$ cat src/rtl/chain_addr_pkg.sv
package chain_addr_pkg;
    typedef enum logic {
        CH_EMPTY = 1'b0,
        CH_ARMED = 1'b1
    } chain_st_t;
endpackage

$ cat src/rtl/chain_addr_reg.sv
module chain_addr_reg #(
    parameter int OFS_W = 11,
    parameter int BLK_W = 5
) (
    input  logic                   clk,
    input  logic                   rst_n,
    input  logic                   load_en,
    input  logic [OFS_W+BLK_W-1:0] load_val,
    input  logic                   step,
    input  logic                   swap,
    input  logic [BLK_W-1:0]       swap_blk,
    output logic [OFS_W+BLK_W-1:0] addr_q,
    output logic                   wrap
);
    logic [OFS_W-1:0] ofs_q;
    logic [BLK_W-1:0] blk_q;

    // A step from the all-ones offset rolls over; a start load overrides it
    assign wrap   = step && !load_en && (&ofs_q);
    assign addr_q = {blk_q, ofs_q};

    always_ff @(posedge clk or negedge rst_n) begin
        if (!rst_n) begin
            ofs_q <= '0;
            blk_q <= '0;
        end else if (load_en) begin
            {blk_q, ofs_q} <= load_val;
        end else if (step) begin
            ofs_q <= ofs_q + 1'b1;
            if (swap) begin
                blk_q <= swap_blk;
            end
        end
    end
endmodule

$ cat src/rtl/chain_ctl.sv
module chain_ctl
    import chain_addr_pkg::*;
#(
    parameter int BLK_W = 5
) (
    input  logic             clk,
    input  logic             rst_n,
    input  logic             ld,
    input  logic             ld_flag,
    input  logic [BLK_W-1:0] ld_blk,
    input  logic             wrap,
    output logic             swap,
    output logic [BLK_W-1:0] held_blk,
    output logic             held_flag,
    output logic             armed,
    output logic             irq
);
    chain_st_t        state_q, state_d;
    logic [BLK_W-1:0] blk_q;
    logic             flag_q;
    logic             irq_q;

    // Next-state logic
    always_comb begin
        state_d = state_q;
        unique case (state_q)
            CH_EMPTY: if (ld) state_d = CH_ARMED;                   // LOAD
            CH_ARMED: if (wrap && !ld) state_d = CH_EMPTY;          // CONSUME
            default:  state_d = CH_EMPTY;
        endcase
    end

    // State register
    always_ff @(posedge clk or negedge rst_n) begin
        if (!rst_n) state_q <= CH_EMPTY;
        else        state_q <= state_d;
    end

    assign swap      = (state_q == CH_ARMED) && wrap;
    assign held_blk  = blk_q;
    assign held_flag = flag_q;
    assign armed     = (state_q == CH_ARMED);
    assign irq       = irq_q;

    // Output and entry registers
    always_ff @(posedge clk or negedge rst_n) begin
        if (!rst_n) begin
            blk_q  <= '0;
            flag_q <= 1'b0;
            irq_q  <= 1'b0;
        end else begin
            irq_q <= swap && flag_q;
            if (ld) begin
                blk_q  <= ld_blk;
                flag_q <= ld_flag;
            end
        end
    end
endmodule

$ cat src/rtl/chain_addr_gen.sv
module chain_addr_gen #(
    parameter int OFS_W = 11,
    parameter int BLK_W = 5,
    localparam int AW   = OFS_W + BLK_W
) (
    input  logic             clk,
    input  logic             rst_n,
    input  logic             start_load,
    input  logic [AW-1:0]    start_addr,
    input  logic             advance,
    input  logic             chain_load,
    input  logic             chain_flag,
    input  logic [BLK_W-1:0] chain_block,
    output logic [AW-1:0]    cur_addr,
    output logic             chain_irq
);
    logic             wrap;
    logic             swap;
    logic [BLK_W-1:0] held_blk;
    logic             held_flag;
    logic             armed;

    chain_addr_reg #(.OFS_W(OFS_W), .BLK_W(BLK_W)) u_addr (
        .clk      (clk),
        .rst_n    (rst_n),
        .load_en  (start_load),
        .load_val (start_addr),
        .step     (advance),
        .swap     (swap),
        .swap_blk (held_blk),
        .addr_q   (cur_addr),
        .wrap     (wrap)
    );

    chain_ctl #(.BLK_W(BLK_W)) u_ctl (
        .clk       (clk),
        .rst_n     (rst_n),
        .ld        (chain_load),
        .ld_flag   (chain_flag),
        .ld_blk    (chain_block),
        .wrap      (wrap),
        .swap      (swap),
        .held_blk  (held_blk),
        .held_flag (held_flag),
        .armed     (armed),
        .irq       (chain_irq)
    );
endmodule

$ cat config.mk
export PLATFORM = sky130hd
export DESIGN_NAME = chain_addr_gen
export DESIGN_NICKNAME = d
export VERILOG_FILES = /design/src/rtl/chain_addr_pkg.sv /design/src/rtl/chain_addr_reg.sv /design/src/rtl/chain_ctl.sv /design/src/rtl/chain_addr_gen.sv
export SDC_FILE = /design/constraint.sdc
export NUM_CORES = 1
export LEC_CHECK = 0
export CAP_MARGIN = 30
export CORE_ASPECT_RATIO = 1.25
export CORE_UTILIZATION = 46
export CTS_CLUSTER_SIZE = 20
export DETAILED_ROUTE_END_ITERATION = 12
export GPL_ROUTABILITY_DRIVEN = 0
export MAX_ROUTING_LAYER = met4
export PLACE_DENSITY = 0.91
export SLEW_MARGIN = 10
export SYNTH_ARGS = -nofsm -noshare
export SYNTH_HDL_FRONTEND = slang
export SYNTH_SLANG_ARGS = --single-unit
$ cat constraint.sdc
create_clock -name clk -period 2.92 [get_ports clk]
set_clock_uncertainty 0.2 [all_clocks]
set_input_delay 0.876 -clock clk [delete_from_list [all_inputs] [get_ports clk]]
set_output_delay 0.876 -clock clk [all_outputs]
set_load 0.005 [all_outputs]
== After elaboration in Yosys (flattened, before gate mapping) ==
Index checks and enable logic that the tools add are counted.
Operators by class
  $add $sub $neg: 1
  mux-type cells: 8
  bitwise logic cells: 1
  reduce and logical (&&, ||, !) cells: 11
Operators by type and width (number)
  $mux W11: 2
  $mux W5: 3
  $add A11 B1 Y11 const B: 1
  $reduce_and A11 Y1: 1
  $logic_and A1 B1 Y1: 5
  $reduce_bool A2 Y1: 2
  $logic_not A1 Y1: 2
  $mux W1: 2
  $pmux W1 S2: 1
  $reduce_and A2 Y1: 1
  $not A1 Y1: 1
Storage, ports and cells
  register bits: 24
  bits of input ports: 27
  output and inout port bits: 17
  word-level logic and storage cells: 27

== Depth between registers and ports, before layout ==
  depth after elaboration: 7
  depth in mapped cells: 5
  gate-level depth less buffers: 4

== By module ==
From an unflattened synthesis, not the netlist that was laid out.
Second synthesis, totals
  cells, all modules: 112
  area, all modules: 1209.9 µm²
Modules (own cells, without submodules)
  chain_addr_reg: times used 1, cells an instance 93, area an instance 883.3 µm², sequential area each 400.4 µm²
  chain_ctl: times used 1, cells an instance 19, area an instance 326.6 µm², sequential area each 200.2 µm²

== Worst setup path before layout ==
No wires, ideal clock.
  path kind: input to register
  start point: input port start_load
  end point: register u_addr.blk_q[3]
  setup time: 0.123 ns
  arrival: 1.913 ns
  data required time: 2.597 ns
  setup slack: 0.684 ns
  stages: 4
  path buffers: 1
  cell sequence: clkbuf_1 nand3b_1 or4_4 o221a_1
On the way
  cells in the longest elaborated chain, start to end: 6
  elaborated cells on any way between the ends: 8
  classes of those cells: mux: 1; reduce/logical: 7
Ends and longest elaborated chain
  start: declaration: RTL line chain_addr_gen.sv:8  | input logic start_load,
  $logic_not A1 Y1: RTL line chain_addr_reg.sv:19  | assign wrap = step && !load_en && (&ofs_q);
  $logic_and A1 B1 Y1 (2 in series): RTL line chain_addr_reg.sv:19
  $logic_and A1 B1 Y1: RTL line chain_ctl.sv:39  | assign swap = (state_q == CH_ARMED) && wrap;
  $reduce_bool A2 Y1 (no line)
  $reduce_and A2 Y1 (no line)
  end signal: assignment: RTL line chain_addr_reg.sv:27  | {blk_q, ofs_q} <= load_val;
  end signal: assignment: RTL line chain_addr_reg.sv:31  | blk_q <= swap_blk;
  end: declaration: RTL line chain_addr_reg.sv:16  | logic [BLK_W-1:0] blk_q;
Several ways; a longest one is shown, not always the timed one.
A chain may end at the register's enable or synchronous reset.

== Worst setup path in the final report ==
  start point: register u_addr.ofs_q[2]
  end point: output port cur_addr[2]
RTL lines
  start: declaration: RTL line chain_addr_reg.sv:15  | logic [OFS_W-1:0] ofs_q;
  start signal: assignment: RTL line chain_addr_reg.sv:27
  start signal: assignment: RTL line chain_addr_reg.sv:29  | ofs_q <= ofs_q + 1'b1;
  end: declaration: RTL line chain_addr_gen.sv:14  | output logic [AW-1:0] cur_addr,
No word-level cell between the ends.

==> results_dict.tcl <==
set metrics [dict create \
    num_vias 1081 \
    totalWireLength_mm 2.80 \
    worst-path-buf-inv 1 \
    synth_edf_count 0 \
    drv_cap 0 \
    postSynthCellCount 113 \
    portBuffers 43 \
    grt_pass1_vias 1052 \
    rsz0062_at_grt "no" \
    path_class "register to output pin" \
    fin_crit_ns 2.45 \
    placed_cells 187 \
    grt_max_degree 25 \
    ctsRootBufferMaster "clkbuf_4" \
    syn_nets 141 \
    fin_nets 187 \
    first_pass_iters 4 \
    regArea_um2 601 \
    cts_setup_buffers 0 \
    start_kind "register" \
    crit_family "buffers and inverters" \
    worstPathCellList "clkdlybuf4s50_1" \
    synth_flop_cell "dfrtp_1" \
    die_x_um 48.0 \
    route.detailed.drc 0 \
    grtUsageTotal 0.235 \
    netlist_area_um2 1220 \
    crit_path_max_incr_delay_ns 0.55 \
    initial_core_util 0.491 \
    final_area_um2 1740 \
    die-area_um2 2850 \
    hold_ws_ns 0.316 \
    antenna_found_initial 0 \
    clk-insertion-delay-late_ns 0.33 \
    fp.dieH_um 59.5 \
    ctsResizeCount 0 \
    hold_buffers 0 \
    worstPathMaxFanout 6 \
    netlist_top_cells_area "dfrtp_1 (49%), mux2_2 (5.6%), nand2_1 (3.1%)" \
    layoutNonFillerInstCount 191 \
    h-tree-depth 1 \
    hold_viol_final 0 \
    cts_buffer_depth 2 \
    multi_input_area_um2 574 \
    coreArea_um2 2480 \
    fmax_mhz 408 \
    final_cell_mix "clkdlybuf4s50_1 (43), dfrtp_1 (24), nand2_1 (10), o21ai_0 (7)" \
    yosys.area.top_type "dfrtp_1" \
    tritoncts "yes" \
    synth_seq_area_share 0.494 \
    final_common_cell "clkdlybuf4s50_1" \
    n_fill_cell 186 \
    ys_seq_elements 24 \
    drtAntennaViolNets 0 \
    area_growth_pct 42.8 \
    peakVddDrop_mv 0.268 \
    yosys.area.top_type_share 0.494 \
    required_ns 1.84 \
    status "complete, no violations" \
    cts_buffers 3 \
    cp_slowest_cell "clkdlybuf4s50_1" \
    layout-drive-gt1-share 0.114 \
    slew_violations 0 \
    synth.distinct_cells 36 \
    drt_iter0_markers 56 \
    cellLeakagePower_uw 0.000677 \
    placed_cell_area_um2 1680 \
    setup_tns_ns 0 \
    synth_warnings 0 \
    setup_viol 0 \
    p_per_area_nw_per_um2 469 \
    slew_headroom 0.661 \
    diodes 0 \
    hp-class "register to register" \
    syn_area_per_cell_um2 10.8 \
    worst_pin_slew_ns 0.505 \
    cts_sinks 24 \
    clkTransAtPathRegs_ns 0.14 \
    final.period_utilization 0.839 \
    io_pins 44 \
    grt_first_pass_wirelength_mm 4.60 \
    rows 20 \
    critPathCaptureType "output pin" \
    gr-total-overflow 0 \
    crit_arrival_ns 1.37 \
    async_flop_share 1.00 \
    via_per_inst 5.66 \
    wire_per_inst_um 14.7 \
]
## flip-flops by register name, indices dropped and copies added, names as in the netlist
name and cells:
u_ctl.held_blk 5, u_ctl.held_flag 1, u_ctl.armed 1, u_addr.blk_q 5, u_ctl.irq 1, u_addr.ofs_q 11
## worst paths after layout
check | from | end | slack [ns] | depth (start not counted)
setup / recovery | u_addr.ofs_q[2] | cur_addr[2] | 0.47 | 1
hold / removal | u_ctl.held_flag | u_ctl.irq | 0.32 | 1
setup reg to reg | u_addr.ofs_q[0] | u_addr.blk_q[4] | 0.93 | 4
hold reg to reg | u_ctl.held_flag | u_ctl.irq | 0.32 | 1
max in group asynchronous | rst_n | u_ctl.armed | 1.61 | 2
min in group asynchronous | rst_n | u_addr.ofs_q[5] | 0.67 | 2
## cell families (layout without fill, tap and decap cells)
family,Yosys count,in the layout,synth area share
buffers and inverters,8,53,0.0340
XOR/XNOR,4,4,0.0288
adder cells (fa/ha/maj),1,1,0.0103
AO/OA/AOI/OAI,26,26,0.160
flip-flops,24,24,0.494
AND/OR/NAND/NOR,43,43,0.209
multiplexers,7,7,0.0638
## synthesized netlist by cell type (2+ instances only)
master,number
and2_1,3
o41ai_1,2
inv_1,2
mux2_2,6
nand3_1,3
o41a_1,2
o31ai_1,4
nand2b_1,2
nand2_1,10
a221o_1,2
xor2_1,3
o221a_1,2
dfrtp_1,24
nand4_1,6
or4_1,3
clkbuf_1,4
a31oi_1,5
o21ai_0,7
nor2_1,6
## report_power, final
part / switching, µW / internal, µW
registers: 34.6 / 362
logic: 64.9 / 107
clock network: 107 / 139
## metal layers
| layer | global-route usage | part of all wire | routed length (µm) |
|---|---|---|---|
| met1 | 0.294 | 0.42 | 1190 |
| met2 | 0.357 | 0.50 | 1410 |
| met3 | 0.0305 | 0.041 | 114 |
| met4 | 0.131 | 0.033 | 92 |
| met5 | - | 0 | 0 |
## per-stage QoR
| step | util | total power, µW | worst slack [ns] |
|---|---|---|---|
| 2_1_floorplan | - | 470 | 0.684 |
| 3_3_place_gp | 0.680 | 568 | 0.214 |
| 3_5_place_dp | 0.680 | 576 | 0.188 |
| 4_1_cts | 0.701 | 817 | 0.466 |
| 5_1_grt | 0.701 | 853 | 0.407 |
| 6_report | 0.701 | 815 | 0.471 |
## final cells by class
cell class	instances	share of cell area
clock inverter	1	0.0173
sequential	24	0.346
multi-input combinational	81	0.331
inverter	2	0.00432
timing repair buffer	47	0.265
tap	33	0.0238
clock buffer	3	0.0130
No activity file was read; power rests on OpenSTA's default activity.
